## src/rtl/cwtPkg.sv

```systemverilog
package cwtPkg;

  typedef enum logic [1:0] {
    ACT_HOLD = 2'd0,
    ACT_SET  = 2'd1,
    ACT_CLR  = 2'd2,
    ACT_TOG  = 2'd3
  } cwtAct_e;

  // mode word, MSB first
  typedef struct packed {
    cwtAct_e    bSw;
    cwtAct_e    bRc;
    cwtAct_e    bOwn;
    cwtAct_e    aSw;
    cwtAct_e    aRc;
    cwtAct_e    aOwn;
    logic       waveEn;
    logic [2:0] clkSel;
  } cwtMode_t;

  typedef struct packed {
    logic clkOn;
    logic clkOff;
    logic swTrig;
  } cwtStrobe_t;

  localparam int MODE_W = $bits(cwtMode_t);

  localparam logic [2:0] ADDR_MODE   = 3'd0;
  localparam logic [2:0] ADDR_CMPA   = 3'd1;
  localparam logic [2:0] ADDR_CMPB   = 3'd2;
  localparam logic [2:0] ADDR_PERIOD = 3'd3;
  localparam logic [2:0] ADDR_CMD    = 3'd4;

  localparam int CMD_ON  = 0;
  localparam int CMD_OFF = 1;
  localparam int CMD_SW  = 2;

endpackage

```

## src/rtl/cwtCtrl.sv

```systemverilog
module cwtCtrl
  import cwtPkg::*;
#(
  parameter int CNT_W = 16,
  parameter int WR_W  = 16,
  parameter int NUM_OUT = 2
) (
  input  logic                            clk,
  input  logic                            rstN,
  input  logic                            wrEn,
  input  logic [2:0]                      wrAddr,
  input  logic [WR_W-1:0]                 wrData,
  output cwtMode_t                        modeReg,
  output logic [CNT_W-1:0]                periodVal,
  output logic [NUM_OUT-1:0][CNT_W-1:0]   cmpVal,
  output cwtStrobe_t                      stb
);

  logic cmdWr;
  assign cmdWr = wrEn && (wrAddr == ADDR_CMD);

  // command strobes act in the write cycle itself
  assign stb.clkOn  = cmdWr && wrData[CMD_ON];
  assign stb.clkOff = cmdWr && wrData[CMD_OFF];
  assign stb.swTrig = cmdWr && wrData[CMD_SW];

  always_ff @(posedge clk) begin
    if (!rstN) begin
      modeReg   <= '0;
      periodVal <= '0;
    end else if (wrEn) begin
      if (wrAddr == ADDR_MODE)   modeReg   <= cwtMode_t'(wrData[MODE_W-1:0]);
      if (wrAddr == ADDR_PERIOD) periodVal <= wrData[CNT_W-1:0];
    end
  end

  for (genvar g = 0; g < NUM_OUT; g++) begin : g_cmp
    localparam logic [2:0] MY_ADDR = ADDR_CMPA + 3'(g);
    always_ff @(posedge clk) begin
      if (!rstN)                            cmpVal[g] <= '0;
      else if (wrEn && wrAddr == MY_ADDR)   cmpVal[g] <= wrData[CNT_W-1:0];
    end
  end

endmodule

```

## src/rtl/cwtDatapath.sv

```systemverilog
module cwtDatapath
  import cwtPkg::*;
#(
  parameter int CNT_W    = 16,
  parameter int NUM_OUT  = 2,
  parameter int NUM_DIV  = 4,
  parameter int DIV_STEP = 2
) (
  input  logic                          clk,
  input  logic                          rstN,
  input  cwtStrobe_t                    stb,
  input  logic [2:0]                    clkSel,
  input  logic                          slowTick,
  input  logic [CNT_W-1:0]              periodVal,
  input  logic [NUM_OUT-1:0][CNT_W-1:0] cmpVal,
  output logic [CNT_W-1:0]              count,
  output logic                          running,
  output logic                          tick,
  output logic                          rcHit,
  output logic [NUM_OUT-1:0]            cmpHit
);

  localparam int PRE_RAW = DIV_STEP * (NUM_DIV - 1);
  localparam int PRE_W   = (PRE_RAW < 1) ? 1 : PRE_RAW;

  logic [PRE_W-1:0]   preCnt;
  logic [NUM_DIV-1:0] divTick;
  logic               advance;

  always_ff @(posedge clk) begin
    if (!rstN) preCnt <= '0;
    else       preCnt <= preCnt + 1'b1;
  end

  for (genvar g = 0; g < NUM_DIV; g++) begin : g_div
    if (g == 0) begin : g_full
      assign divTick[g] = 1'b1;
    end else begin : g_part
      assign divTick[g] = &preCnt[DIV_STEP*g-1:0];
    end
  end

  always_comb begin
    tick = slowTick;
    for (int i = 0; i < NUM_DIV; i++) begin
      if (int'(clkSel) == i) tick = divTick[i];
    end
  end

  assign advance = running && tick;
  assign rcHit   = advance && (count == periodVal);

  for (genvar g = 0; g < NUM_OUT; g++) begin : g_hit
    assign cmpHit[g] = advance && (count == cmpVal[g]);
  end

  always_ff @(posedge clk) begin
    if (!rstN)           running <= 1'b0;
    else if (stb.clkOff) running <= 1'b0;
    else if (stb.clkOn)  running <= 1'b1;
  end

  always_ff @(posedge clk) begin
    if (!rstN)           count <= '0;
    else if (stb.swTrig) count <= '0;
    else if (rcHit)      count <= '0;
    else if (advance)    count <= count + 1'b1;
  end

endmodule

```

## src/rtl/cwtPin.sv

```systemverilog
module cwtPin
  import cwtPkg::*;
(
  input  logic    clk,
  input  logic    rstN,
  input  logic    waveEn,
  input  logic    swEvt,
  input  logic    rcEvt,
  input  logic    ownEvt,
  input  cwtAct_e actSw,
  input  cwtAct_e actRc,
  input  cwtAct_e actOwn,
  output logic    level
);

  cwtAct_e pick;

  always_comb begin
    pick = ACT_HOLD;
    if (swEvt)       pick = actSw;
    else if (rcEvt)  pick = actRc;
    else if (ownEvt) pick = actOwn;
  end

  always_ff @(posedge clk) begin
    if (!rstN) begin
      level <= 1'b0;
    end else if (waveEn) begin
      case (pick)
        ACT_SET: level <= 1'b1;
        ACT_CLR: level <= 1'b0;
        ACT_TOG: level <= ~level;
        default: level <= level;
      endcase
    end
  end

endmodule

```

## src/rtl/cmpWaveTimer.sv

```systemverilog
module cmpWaveTimer
  import cwtPkg::*;
#(
  parameter int CNT_W    = 16,
  parameter int NUM_DIV  = 4,
  parameter int DIV_STEP = 2,
  localparam int WR_W    = (CNT_W > MODE_W) ? CNT_W : MODE_W
) (
  input  logic             clk,
  input  logic             rstN,
  input  logic             wrEn,
  input  logic [2:0]       wrAddr,
  input  logic [WR_W-1:0]  wrData,
  input  logic             slowTick,
  output logic             outA,
  output logic             outB,
  output logic [CNT_W-1:0] count
);

  localparam int NUM_OUT = 2;

  cwtMode_t                        modeReg;
  cwtStrobe_t                      stb;
  logic [CNT_W-1:0]                periodVal;
  logic [NUM_OUT-1:0][CNT_W-1:0]   cmpVal;
  logic                            running;
  logic                            tick;
  logic                            rcHit;
  logic [NUM_OUT-1:0]              cmpHit;
  logic [NUM_OUT-1:0]              pinLvl;
  cwtAct_e                         actSw  [NUM_OUT];
  cwtAct_e                         actRc  [NUM_OUT];
  cwtAct_e                         actOwn [NUM_OUT];

  cwtCtrl #(.CNT_W(CNT_W), .WR_W(WR_W), .NUM_OUT(NUM_OUT)) u_ctrl (
    .clk(clk), .rstN(rstN), .wrEn(wrEn), .wrAddr(wrAddr), .wrData(wrData),
    .modeReg(modeReg), .periodVal(periodVal), .cmpVal(cmpVal), .stb(stb)
  );

  cwtDatapath #(.CNT_W(CNT_W), .NUM_OUT(NUM_OUT), .NUM_DIV(NUM_DIV),
                .DIV_STEP(DIV_STEP)) u_dp (
    .clk(clk), .rstN(rstN), .stb(stb), .clkSel(modeReg.clkSel),
    .slowTick(slowTick), .periodVal(periodVal), .cmpVal(cmpVal),
    .count(count), .running(running), .tick(tick), .rcHit(rcHit),
    .cmpHit(cmpHit)
  );

  assign actSw[0]  = modeReg.aSw;
  assign actRc[0]  = modeReg.aRc;
  assign actOwn[0] = modeReg.aOwn;
  assign actSw[1]  = modeReg.bSw;
  assign actRc[1]  = modeReg.bRc;
  assign actOwn[1] = modeReg.bOwn;

  for (genvar g = 0; g < NUM_OUT; g++) begin : g_pin
    cwtPin u_pin (
      .clk(clk), .rstN(rstN), .waveEn(modeReg.waveEn),
      .swEvt(stb.swTrig), .rcEvt(rcHit), .ownEvt(cmpHit[g]),
      .actSw(actSw[g]), .actRc(actRc[g]), .actOwn(actOwn[g]),
      .level(pinLvl[g])
    );
  end

  assign outA = pinLvl[0];
  assign outB = pinLvl[1];

endmodule

```

## config.mk

```make
export PLATFORM = sky130hd
export DESIGN_NAME = cmpWaveTimer
export DESIGN_NICKNAME = d
export VERILOG_FILES = /design/src/rtl/cwtPkg.sv /design/src/rtl/cwtCtrl.sv /design/src/rtl/cwtDatapath.sv /design/src/rtl/cwtPin.sv /design/src/rtl/cmpWaveTimer.sv
export SDC_FILE = /design/constraint.sdc
export NUM_CORES = 1
export LEC_CHECK = 0
export ABC_AREA = 0
export BUFFER_PORTS_ARGS = -buffer_cell sky130_fd_sc_hd__buf_2
export CAP_MARGIN = 5
export CORE_MARGIN = 2
export CORE_UTILIZATION = 40
export CTS_BUF_LIST = sky130_fd_sc_hd__clkbuf_16
export DETAILED_ROUTE_END_ITERATION = 10
export GPL_TIMING_DRIVEN = 0
export PLACE_DENSITY = 0.59
export SYNTH_ARGS = -nofsm -noshare
export SYNTH_HDL_FRONTEND = slang
export SYNTH_SLANG_ARGS = --single-unit
```

## constraint.sdc

```tcl
create_clock -name clk -period 5.3 [get_ports clk]
set_clock_uncertainty 0.2 [all_clocks]
set_input_delay 1.325 -clock clk [delete_from_list [all_inputs] [get_ports clk]]
set_output_delay 1.325 -clock clk [all_outputs]
set_load 0.01 [all_outputs]
```

After elaboration in Yosys (flattened, before gate mapping). Index checks and enable logic that the tools add are counted.

Bits in registers: 89. Bits of input ports: 23. Output and inout bits: 18. Word-level logic and storage cells: 72.

Add/sub/neg operators: 2. Eq/ne operators: 16. Multiplexer cells: 12. Bitwise gates (word level): 3. Reductions and logical operators: 23.

Operators by type and width (count): $eq A16 B16 Y1 (3); $add A16 B1 Y16 const B (1); $mux W2 (6); $logic_and A1 B1 Y1 (10); $reduce_and A2 Y1 (5); $eq A3 B2 Y1 const B (3); $eq A3 B3 Y1 const B (3); $eq A2 B2 Y1 const B (4); $add A6 B1 Y6 const B (1); $logic_not A3 Y1 (2); $pmux W1 S3 (2); $reduce_and A6 Y1 (1); $reduce_bool A3 Y1 (2); $eq A2 B1 Y1 const B (2); $mux W1 (4); $reduce_and A4 Y1 (1); $eq A3 B1 Y1 const B (1); $not A1 Y1 (3); $reduce_or A3 Y1 (1); $reduce_or A2 Y1 (1).

Depth between registers and ports, before layout. Gate-level depths: netlist (run 1).

Depth after elaboration: 13. Mapped depth: 9. Gate-level depth less buffers: 7.

Hierarchy. A second synthesis (run 1) with hierarchy kept.

Cells, all modules: 457. Area, all modules: 4325.4 um^2.

By module, submodules not included: cwtCtrl (instances 1, cells an instance 233, area each 2389.8 um^2, seq. area each 1281.2 um^2); cwtDatapath (instances 1, cells an instance 198, area each 1740.4 um^2, seq. area each 460.4 um^2); cwtPin (instances 2, cells an instance 13, area each 97.6 um^2, seq. area each 20.0 um^2).

Worst setup path after synthesis (run 1). OpenSTA, ideal clock, no wires.

Path type: input port to flip-flop. From: input port slowTick. To: register u_dp.count[15]. Setup time: 0.070 ns. Data arrival time: 2.766 ns. Data required time: 5.030 ns. Slack: 2.264 ns. Stages: 6. Buffers on the path: 0. Path through: nor2b_1 a2111oi_4 a21oi_2 or3_1 or4_1 a21oi_1.

Word-level cells in the longest chain between the ends: 7.

Ends and longest elaborated chain: start: declaration (RTL line cmpWaveTimer.sv:14) `input logic slowTick,`; $mux W1 * (4 in a row) (RTL line cwtDatapath.sv:46) `if (int'(clkSel) == i) tick = divTick[i];`; $logic_and A1 B1 Y1 * (RTL line cwtDatapath.sv:50) `assign advance = running && tick;`; $logic_and A1 B1 Y1 (RTL line cwtDatapath.sv:51) `assign rcHit = advance && (count == periodVal);`; $reduce_or A3 Y1 (no source line); end signal: assignment (RTL line cwtDatapath.sv:67) `else if (advance) count <= count + 1'b1;`; end: declaration (RTL line cwtDatapath.sv:16) `output logic [CNT_W-1:0] count,`.

Every way passes the cells marked *; elsewhere a longest branch is shown, timed or not. A chain may end at the register's enable or synchronous reset.

Worst setup path in the final report (run 1).
From: input port slowTick. To: register g_pin[0].u_pin.level.

Word-level cells in the longest chain between the ends: 12. Elaborated cells on any way between the ends: 16. Classes of those cells: eq/ne: 3; mux: 8; reduce/logical: 5.

Ends and longest elaborated chain: $mux W1 * (4 in a row) (RTL line cwtDatapath.sv:46); $logic_and A1 B1 Y1 * (RTL line cwtDatapath.sv:50); $logic_and A1 B1 Y1 (RTL line cwtDatapath.sv:54) `assign cmpHit[g] = advance && (count == cmpVal[g]);`; $mux W2 (RTL line cwtPin.sv:22) `else if (ownEvt) pick = actOwn;`; $mux W2 * (RTL line cwtPin.sv:21) `else if (rcEvt) pick = actRc;`; $mux W2 * (RTL line cwtPin.sv:20) `if (swEvt) pick = actSw;`; $eq A2 B1 Y1 / $eq A2 B2 Y1 (equally long branches) (RTL line cwtPin.sv:29) `case (pick)`; $reduce_bool A3 Y1 (no source line); $reduce_and A2 Y1 (no source line); end signal: assignment (RTL line cwtPin.sv:32) `ACT_TOG: level <= ~level;`; end signal: assignment (RTL line cwtPin.sv:33) `default: level <= level;`; end: declaration (RTL line cwtPin.sv:13) `output logic level`.

Marked as above.

==> results of run 1 <==
through the flow:
stage / cell area (sq um) / power (uW) / instances
4_1_cts: 4720 / 1450 / 699
6_report: 4720 / 1440 / 699
5_1_grt: 4720 / 1490 / 699
3_5_place_dp: 4420 / 797 / 685
3_3_place_gp: 4420 / 795 / 685
2_1_floorplan: 4060 / 758 / 513
kinds of logic after synthesis:
family	synth area share
xor+xnor	0.142
simple gates	0.253
compound gates	0.115
mux	0.00247
buf+inv	0.0422
flops	0.439
fa+ha+maj	0.00616
sequential cells by signal (all words and copies together), names as in the netlist:
name / flops
u_ctrl.modeReg: 16
u_dp.count: 16
u_dp.running: 1
g_pin.u_pin.level: 2
u_ctrl.cmpVal: 32
u_ctrl.periodVal: 16
u_dp.preCnt: 6
placed cells by master (no fill, tap or decap), types with 3 or more instances in the layout:
| cell type | instances |
|---|---|
| nand3_1 | 10 |
| nor3_1 | 8 |
| xor2_1 | 35 |
| a21oi_1 | 66 |
| and2_1 | 3 |
| nor4_1 | 13 |
| o31ai_1 | 4 |
| nor2_1 | 24 |
| inv_1 | 4 |
| nor2b_1 | 5 |
| nor4b_1 | 3 |
| dfxtp_1 | 89 |
| xnor2_1 | 31 |
| nand2_1 | 143 |
| nand4_1 | 7 |
| or3_1 | 3 |
| clkbuf_1 | 35 |
| buf_2 | 41 |
| clkbuf_16 | 9 |
power groups by stage:
stage	registers [uW]	logic (uW)	clock network, uW
final	691	91.7	655
after global routing	692	101	699
after CTS	691	91.7	667
after detailed placement	706	91.4	0
after global placement	705	89.7	0
after floorplan	704	53.7	0
final timing paths:
check                     from                    to  slack (ns)  depth (start not counted)
min reg2reg  u_ctrl.modeReg[4]     u_ctrl.modeReg[4]        0.25                          2
min          u_ctrl.modeReg[4]     u_ctrl.modeReg[4]        0.25                          2
max reg2reg      u_dp.count[8]        u_dp.count[11]        2.29                          9
max                   slowTick  g_pin[0].u_pin.level        2.19                          8
area by class of cell:
class,count,area (sq um),share of cell area
Multi-Input combinational cell,380,2110,0.446
Timing Repair Buffer,39,195,0.0414
Clock inverter,5,73.8,0.0156
Tap cell,133,166,0.0353
Sequential cell,89,1780,0.378
Buffer,40,156,0.0331
Inverter,4,15.0,0.00318
Clock buffer,9,225,0.0477
worst register-to-register path, delay by kind of cell (launching register included):
| family | cells | cell delay (ns) |
|---|---|---|
| and+or+nand+nor | 5 | 1.40 |
| buffers and inverters | 3 | 0.77 |
| DFF | 1 | 0.33 |
| xor gates and xnor gates | 1 | 0.22 |
layer usage:
metal	vias up	global-route usage	share of wire
met5	-	0	0
met3	13	0.0299	0.035
li1	1789	-	-
met1	1613	0.260	0.47
met4	0	0.0771	0.016
met2	78	0.340	0.48
==> flow_summary.yaml, run 1 <==
sta:
  relSlewSlack: 0.412
  rsz0062_at_grt: "no"
  fin_crit_ns: 3.11
  drv_slew: 0
  tightest_slew_ns: 0.875
  hold_ws_ns: 0.251
  setup_violations: 0
  fin_ws_ns: 2.19
  finalCritPeriodShare: 0.587
  fmax_ghz: 0.321
  hold_viol: 0
  setup_tns_ns: 0
synthesis:
  ys_seq_elements: 89
  synth_ff_type: "dfxtp_1"
  yosysWarnings: 0
  yosys.area.top_type: "dfxtp_1"
  ys_async_sr_fraction: 0
  synthTopCellsByCount: "nand2_1, dfxtp_1, a21oi_1, clkbuf_1, xor2_1"
  synth_top_area_share: 0.439
  syn_area_sq_um: 4060
  ys_types: 39
  yosysMostFrequentCell: "nand2_1"
  seq_area_frac_synth: 0.439
  synth.avg_cell_area_sq_um: 7.91
  synth_edf_count: 0
  syn_inst: 513
  ys_top_cells_by_area: "dfxtp_1, nand2_1, a21oi_1, xor2_1, xnor2_1"
  synth_fp_nets: 538
clock_network:
  cts_buffers: 9
  clk_pin_slew_worst_paths_ns: 0.05
  insertion_delay_ns: 0.34
  cts_resized: 0
  tritoncts: "done"
  post_cts_buffers: 0
  htree_levels: 3
  cts.sinks: 89
  cts_buffer_depth: 2
  cts_hold_buffers: 0
  root_buffer: "clkbuf_16"
pwr:
  p_int_uw: 1120
  p_leak_uw: 0.00184
  p_per_area_nw_per_um2: 305
  pwr-share-seq: 0.480
  max-vdd-ir-drop_uv: 128
  power.share.switching: 0.223
  p_sw_uw: 321
  pwr-share-clk: 0.456
  pwr-share-comb: 0.064
setup_path:
  cp_data_arrival_time_ns: 3.11
  crit_chain: "buf_2, nor2b_1, a2111oi_4, a21oi_2, clkbuf_1, and3b_1, o31ai_1, a31oi_1"
  critPathMaxStageDelay_ns: 0.47
  cp_max_fo: 10
  cp-start-kind: "input pin"
  cpLargestDelayFamily: "compound AO/OA/AOI/OAI gates"
  critPathRequiredTime_ns: 5.30
  cp-end-kind: "flip-flop"
  crit_buf_inv: 2
  path_class: "input pin to flip-flop"
  slowest_stage: "clkbuf_1"
global_route:
  grt_max_degree: 14
  grt_use_total: 0.202
  grt_pass1_vias: 3391
  grt_pass1_wl_mm: 17.4
  antenna_found_initial: 0
  overflow: 0
placement:
  routabilityCongestion: 0.908
  pre_cts_slack_ns: 1.86
  dp_hpwl_mm: 8.27
  port_buffers: 39
routing:
  routedWlPerCell_um: 15.2
  dr.pass1.iters: 5
  drt-initial-drc-count: 179
  vias_per_cell: 5.00
  drtAntennaViolNets: 0
  post-route-drc-count: 0
  vias: 3493
  routed_wirelength_mm: 10.6
cells_and_area:
  syn2layout_area_growth_pct: 16.3
  diodes: 0
  layout-drive-gt1-share: 0.108
  post-route-util: 0.481
  fin_nets: 588
  num-fill-cells: 1042
flow_run:
  drv_cap: 0
die:
  dieArea_sq_um: 11000
  initial_utilization: 0.413
  num_rows: 36
  die_y_um: 105
  die_x_um: 105
  core_sq_um: 9820
  io_pins: 41
min_path:
  hold_path.class: "flip-flop to flip-flop"
outcome:
  status: "finished clean"
(Power assumes the default switching activity.)
==> inputs of run 2 (changes only) <==
- ABC_AREA: 0 -> 1
- clock period: 5.3 -> 3 ns (I/O delays scaled with it)
==> flow_summary.yaml, run 2 <==
clock_network:
  cts_buffer_depth: 2
  cts.sinks: 89
  cts_resized: 0
  cts_hold_buffers: 0
  clk_pin_slew_worst_paths_ns: 0.07
  post_cts_buffers: 0
  root_buffer: "clkbuf_16"
  cts_buffers: 9
  tritoncts: "done"
  insertion_delay_ns: 0.34
  htree_levels: 3
synthesis:
  synth_ff_type: "dfxtp_1"
  synth_top_area_share: 0.411
  yosys.area.top_type: "dfxtp_1"
  syn_inst: 628
  ys_types: 40
  synth-compound-area-share: 0.166
  synth_edf_count: 0
  synthAdderAreaFrac: 0.00577
  ys_seq_elements: 89
  synth_top_family_by_area: "simple AND/OR/NAND/NOR gates"
  yosysWarnings: 0
  syn_area_sq_um: 4340
  synth-simple-area-share: 0.284
  seq_area_frac_synth: 0.411
  synthTopCellsByCount: "nand2_1, dfxtp_1, nor2_1, o21ai_0, inv_1"
  ys_async_sr_fraction: 0
  synth_fp_nets: 653
  synth.avg_cell_area_sq_um: 6.91
  synthMuxAreaShare: 0
  ys_top_cells_by_area: "dfxtp_1, nand2_1, o21ai_0, nor2_1, a21oi_1"
  yosysMostFrequentCell: "nand2_1"
  yosys.area_share.xor_xnor: 0.0465
setup_path:
  crit_top_cell: "nand2_1"
  path_class: "flip-flop to flip-flop"
  rrSetupSlack_ns: 0.60
  cp-end-kind: "flip-flop"
  critPathMaxStageDelay_ns: 0.56
  cpLargestDelayFamily: "simple AND/OR/NAND/NOR gates"
  cp-start-kind: "flip-flop"
  slowest_stage: "dfxtp_1"
  crit_chain: "inv_2, nand2_1, nand2_1, nor2_1, nand2_1, nor2_2, nand3_4, nand3_2, inv_2, o21ai_0, a21oi_1"
  cp_data_arrival_time_ns: 2.43
  critPathRequiredTime_ns: 3.03
  cp_max_fo: 9
  crit_buf_inv: 2
placement:
  dp_hpwl_mm: 9.37
  port_buffers: 39
  routabilityCongestion: 0.876
  numPlacedInstances: 807
routing:
  routedWlPerCell_um: 15.3
  vias: 4084
  post-route-drc-count: 0
  drtAntennaViolNets: 0
  vias_per_cell: 4.96
  routed_wirelength_mm: 12.6
  drt-initial-drc-count: 268
  dr.pass1.iters: 8
flow_run:
  drv_cap: 0
global_route:
  grt_pass1_wl_mm: 20.6
  antenna_found_initial: 0
  grt_max_degree: 15
  overflow: 0
  grt_pass1_vias: 3992
  grt_use_total: 0.232
die:
  num_rows: 38
  initial_utilization: 0.405
  io_pins: 41
  die_y_um: 108
  core_sq_um: 10700
  dieArea_sq_um: 11700
  die_x_um: 108
pwr:
  pwr-share-comb: 0.091
  power.share.switching: 0.257
  p_sw_uw: 637
  p_int_uw: 1840
  pwr-share-seq: 0.499
  p_leak_uw: 0.00217
  pwr-share-clk: 0.410
  max-vdd-ir-drop_uv: 266
  p_per_area_nw_per_um2: 499
sta:
  fmax_ghz: 0.417
  setup_violations: 0
  drv_slew: 0
  hold_viol: 0
  rsz0062_at_grt: "no"
  tightest_slew_ns: 0.730
  finalCritPeriodShare: 0.800
  relSlewSlack: 0.513
  fin_crit_ns: 2.40
  setup_tns_ns: 0
cells_and_area:
  syn2layout_area_growth_pct: 14.6
  final_cells: 823
  layout-drive-gt1-share: 0.122
  layout_commonest_cell: "nand2_1"
  largest_reg_flops: 32
  mostFrequentLayoutCells: "nand2_1, dfxtp_1, nor2_1"
  diodes: 0
  fin_nets: 703
  regMostFlops: "u_ctrl.cmpVal"
min_path:
  hold_path.class: "flip-flop to flip-flop"
outcome:
  status: "finished clean"
-- run 2: cell count changes after synthesis, sizes merged, moves of 6 or more --
cell	before	now
a21oi	67	61
clkbuf	35	18
inv	4	71
nand3	11	18
nor2	24	92
nor4	14	1
o21ai	2	76
xnor2	31	13
xor2	35	10
-- run 2: routing by layer --
metal,part of all wire,global-route usage,up-vias
met5,0,0,-
li1,-,-,2105
met4,0.025,0.0852,0
met1,0.46,0.304,1857
met3,0.053,0.0482,18
met2,0.46,0.379,104
-- run 2: power groups by stage --
stage	sequential (uW)	combinational [uW]	clock [uW]
floorplan	1260	145	0
global placement	1260	219	0
detailed placement	1260	224	0
CTS	1240	225	1030
global route	1240	255	1080
finish	1240	226	1020
-- run 2: worst paths after layout --
path,from,to,depth (start not counted)
min reg2reg,u_ctrl.modeReg[12],u_ctrl.modeReg[12],2
max reg2reg,u_dp.count[3],u_dp.count[10],11
max,u_dp.count[3],u_dp.count[10],11
min,u_ctrl.modeReg[12],u_ctrl.modeReg[12],2
-- run 2: stage by stage --
| stage | setup WS, ns | total power (uW) | hold WS (ns) | cell area (sq um) | util |
|---|---|---|---|---|---|
| finish | 0.599 | 2480 | 0.261 | 4970 | 0.465 |
| detailed placement | 0.344 | 1490 | 0.243 | 4710 | 0.440 |
| CTS | 0.618 | 2490 | 0.258 | 4970 | 0.465 |
| global route | 0.406 | 2580 | 0.269 | 4970 | 0.465 |
| floorplan | 0.943 | 1400 | 0.218 | 4340 | - |
| global placement | 0.373 | 1480 | 0.231 | 4710 | 0.440 |
-- run 2: kinds of logic after synthesis --
family / count (synthesis)
flops: 89
xor+xnor: 23
buf+inv: 97
simple gates: 277
compound gates: 140
fa+ha+maj: 2
-- run 2: tightest hold or removal path, delay by kind of cell (launching register included) --
family	cells	cell delay [ns]
DFF	1	0.30
buffers and inverters	1	0.06
AOI/OAI and AO/OA	1	0.06
-- run 2: cell type report --
type | count | area (sq um)
fill | 1122 | 5730
multi-input combinational | 442 | 2180
sequential | 89 | 1780
inverter | 74 | 279
clock buffer | 9 | 225
timing repair buffer | 39 | 195
tap | 140 | 175
buffer | 23 | 98.8
clock inverter | 7 | 38.8
==> inputs of run 3 (changes only) <==
- clock period: 3 -> 2.5 ns (I/O delays scaled with it)
==> flow_summary.yaml, run 3 (synthesized netlist as in run 2, its figures left out) <==
outcome:
  status: "finished clean"
global_route:
  grt_max_degree: 15
  grt_use_total: 0.232
  overflow: 0
  antenna_found_initial: 0
  grt_pass1_vias: 3992
  grt_pass1_wl_mm: 20.6
cells_and_area:
  post-route-util: 0.465
  regMostFlops: "u_ctrl.cmpVal"
  syn2layout_area_growth_pct: 14.8
  final_cell_area_sq_um: 4980
  diodes: 0
  layout_commonest_cell: "nand2_1"
  mostFrequentLayoutCells: "nand2_1, dfxtp_1, nor2_1"
  largest_reg_flops: 32
  fin_nets: 703
  layout-drive-gt1-share: 0.123
setup_path:
  crit_chain: "ha_1, nand2_2, nor2_4, nand2_2, a21oi_2, buf_6, inv_1, nor3_1, nand3_1, nand2_1, nand2_1, a21oi_1"
  critPathRequiredTime_ns: 2.58
  cp-end-kind: "flip-flop"
  cp-start-kind: "flip-flop"
  cp_data_arrival_time_ns: 2.39
  path_class: "flip-flop to flip-flop"
  slowest_stage: "dfxtp_1"
  cp_max_fo: 10
  crit_buf_inv: 2
  critPathMaxStageDelay_ns: 0.36
  cpLargestDelayFamily: "simple AND/OR/NAND/NOR gates"
pwr:
  power.share.switching: 0.257
  pwr-share-comb: 0.091
  pwr-share-seq: 0.499
  p_total_uw: 2970
  max-vdd-ir-drop_uv: 319
  p_sw_uw: 764
  p_leak_uw: 0.00217
  pwr-share-clk: 0.410
  p_int_uw: 2210
  p_per_area_nw_per_um2: 597
die:
  die_y_um: 108
  die_x_um: 108
  num_rows: 38
  io_pins: 41
  core_sq_um: 10700
  dieArea_sq_um: 11700
  initial_utilization: 0.405
sta:
  rsz0062_at_grt: "no"
  relSlewSlack: 0.521
  finalCritPeriodShare: 0.924
  fmax_ghz: 0.433
  setup_violations: 0
  drv_slew: 0
  tightest_slew_ns: 0.719
  fin_crit_ns: 2.31
  hold_viol: 0
clock_network:
  cts_buffers: 9
  root_buffer: "clkbuf_16"
  clk_pin_slew_worst_paths_ns: 0.07
  insertion_delay_ns: 0.34
  cts_buffer_depth: 2
  cts.sinks: 89
  cts_hold_buffers: 0
  tritoncts: "done"
  htree_levels: 3
routing:
  drtAntennaViolNets: 0
  dr.pass1.iters: 5
  drt-initial-drc-count: 274
  post-route-drc-count: 0
  vias: 4094
  routedWlPerCell_um: 15.3
  vias_per_cell: 4.97
  routed_wirelength_mm: 12.6
min_path:
  hold_path.class: "flip-flop to flip-flop"
placement:
  placed_cell_area_sq_um: 4710
  routabilityCongestion: 0.876
  dp_hpwl_mm: 9.37
  port_buffers: 39
flow_run:
  drv_cap: 0
[run 3: cell types whose count changed in the layout (fill, tap and decap cells not counted)]
cell     change
dfxtp_1      -1
nand3_4      +1
nand3_2      -1
dfxtp_2      +1
[run 3: worst paths after layout]
check / start / to / slack [ns] / cells after the start
setup reg to reg: u_dp.preCnt[0] / g_pin[1].u_pin.level / 0.19 / 12
setup / recovery: u_dp.preCnt[0] / g_pin[1].u_pin.level / 0.19 / 12
hold / removal: u_ctrl.modeReg[12] / u_ctrl.modeReg[12] / 0.26 / 2
hold reg to reg: u_ctrl.modeReg[12] / u_ctrl.modeReg[12] / 0.26 / 2
[run 3: timing repair]
item,in CTS,in global routing
hold endpoints to repair,0,0
setup buffers,0,0
resized for setup,0,2
setup endpoints to repair,0,8
[run 3: area by class of cell]
type,count,area (sq um)
plain buffers,23,98.8
multi-input cells,442,2180
clock inverters,7,38.8
clock buffers,9,225
flip-flops and latches,89,1780
well taps,140,175
repair buffers,39,195
fillers,1121,5720
inverters,74,279
[run 3: metrics by stage]
stage          instances  setup slack (ns)  hold slack [ns]  setup TNS [ns]
5_1_grt              823           0.00381            0.269               0
4_1_cts              823             0.118            0.258               0
3_3_place_gp         807          -0.00246            0.231        -0.00333
6_report             823             0.190            0.260               0
2_1_floorplan        628             0.541            0.218               0
3_5_place_dp         807           -0.0311            0.243          -0.165
[run 3: power by group through the flow]
stage                     logic (uW)  clock network [uW]  registers (uW)
final                            271                1220            1480
after floorplan                  174                   0            1510
after global placement           262                   0            1510
after global routing             306                1300            1490
after detailed placement         268                   0            1510
after CTS                        270                1230            1480
[run 3: worst reg2reg max path: cells and delay by family, from the launching register on]
family                     cells  cell delay (ns)
buffers and inverters          2             0.31
DFF                            1             0.36
and+or+nand+nor                7             0.81
adders and majority gates      1             0.21
AOI/OAI and AO/OA              2             0.35
[run 3: metal layers]
layer  routed length [um]  GRT usage
met5                    0          0
met4                  323     0.0852
met3                  658     0.0482
met2                 5810      0.379
met1                 5780      0.304
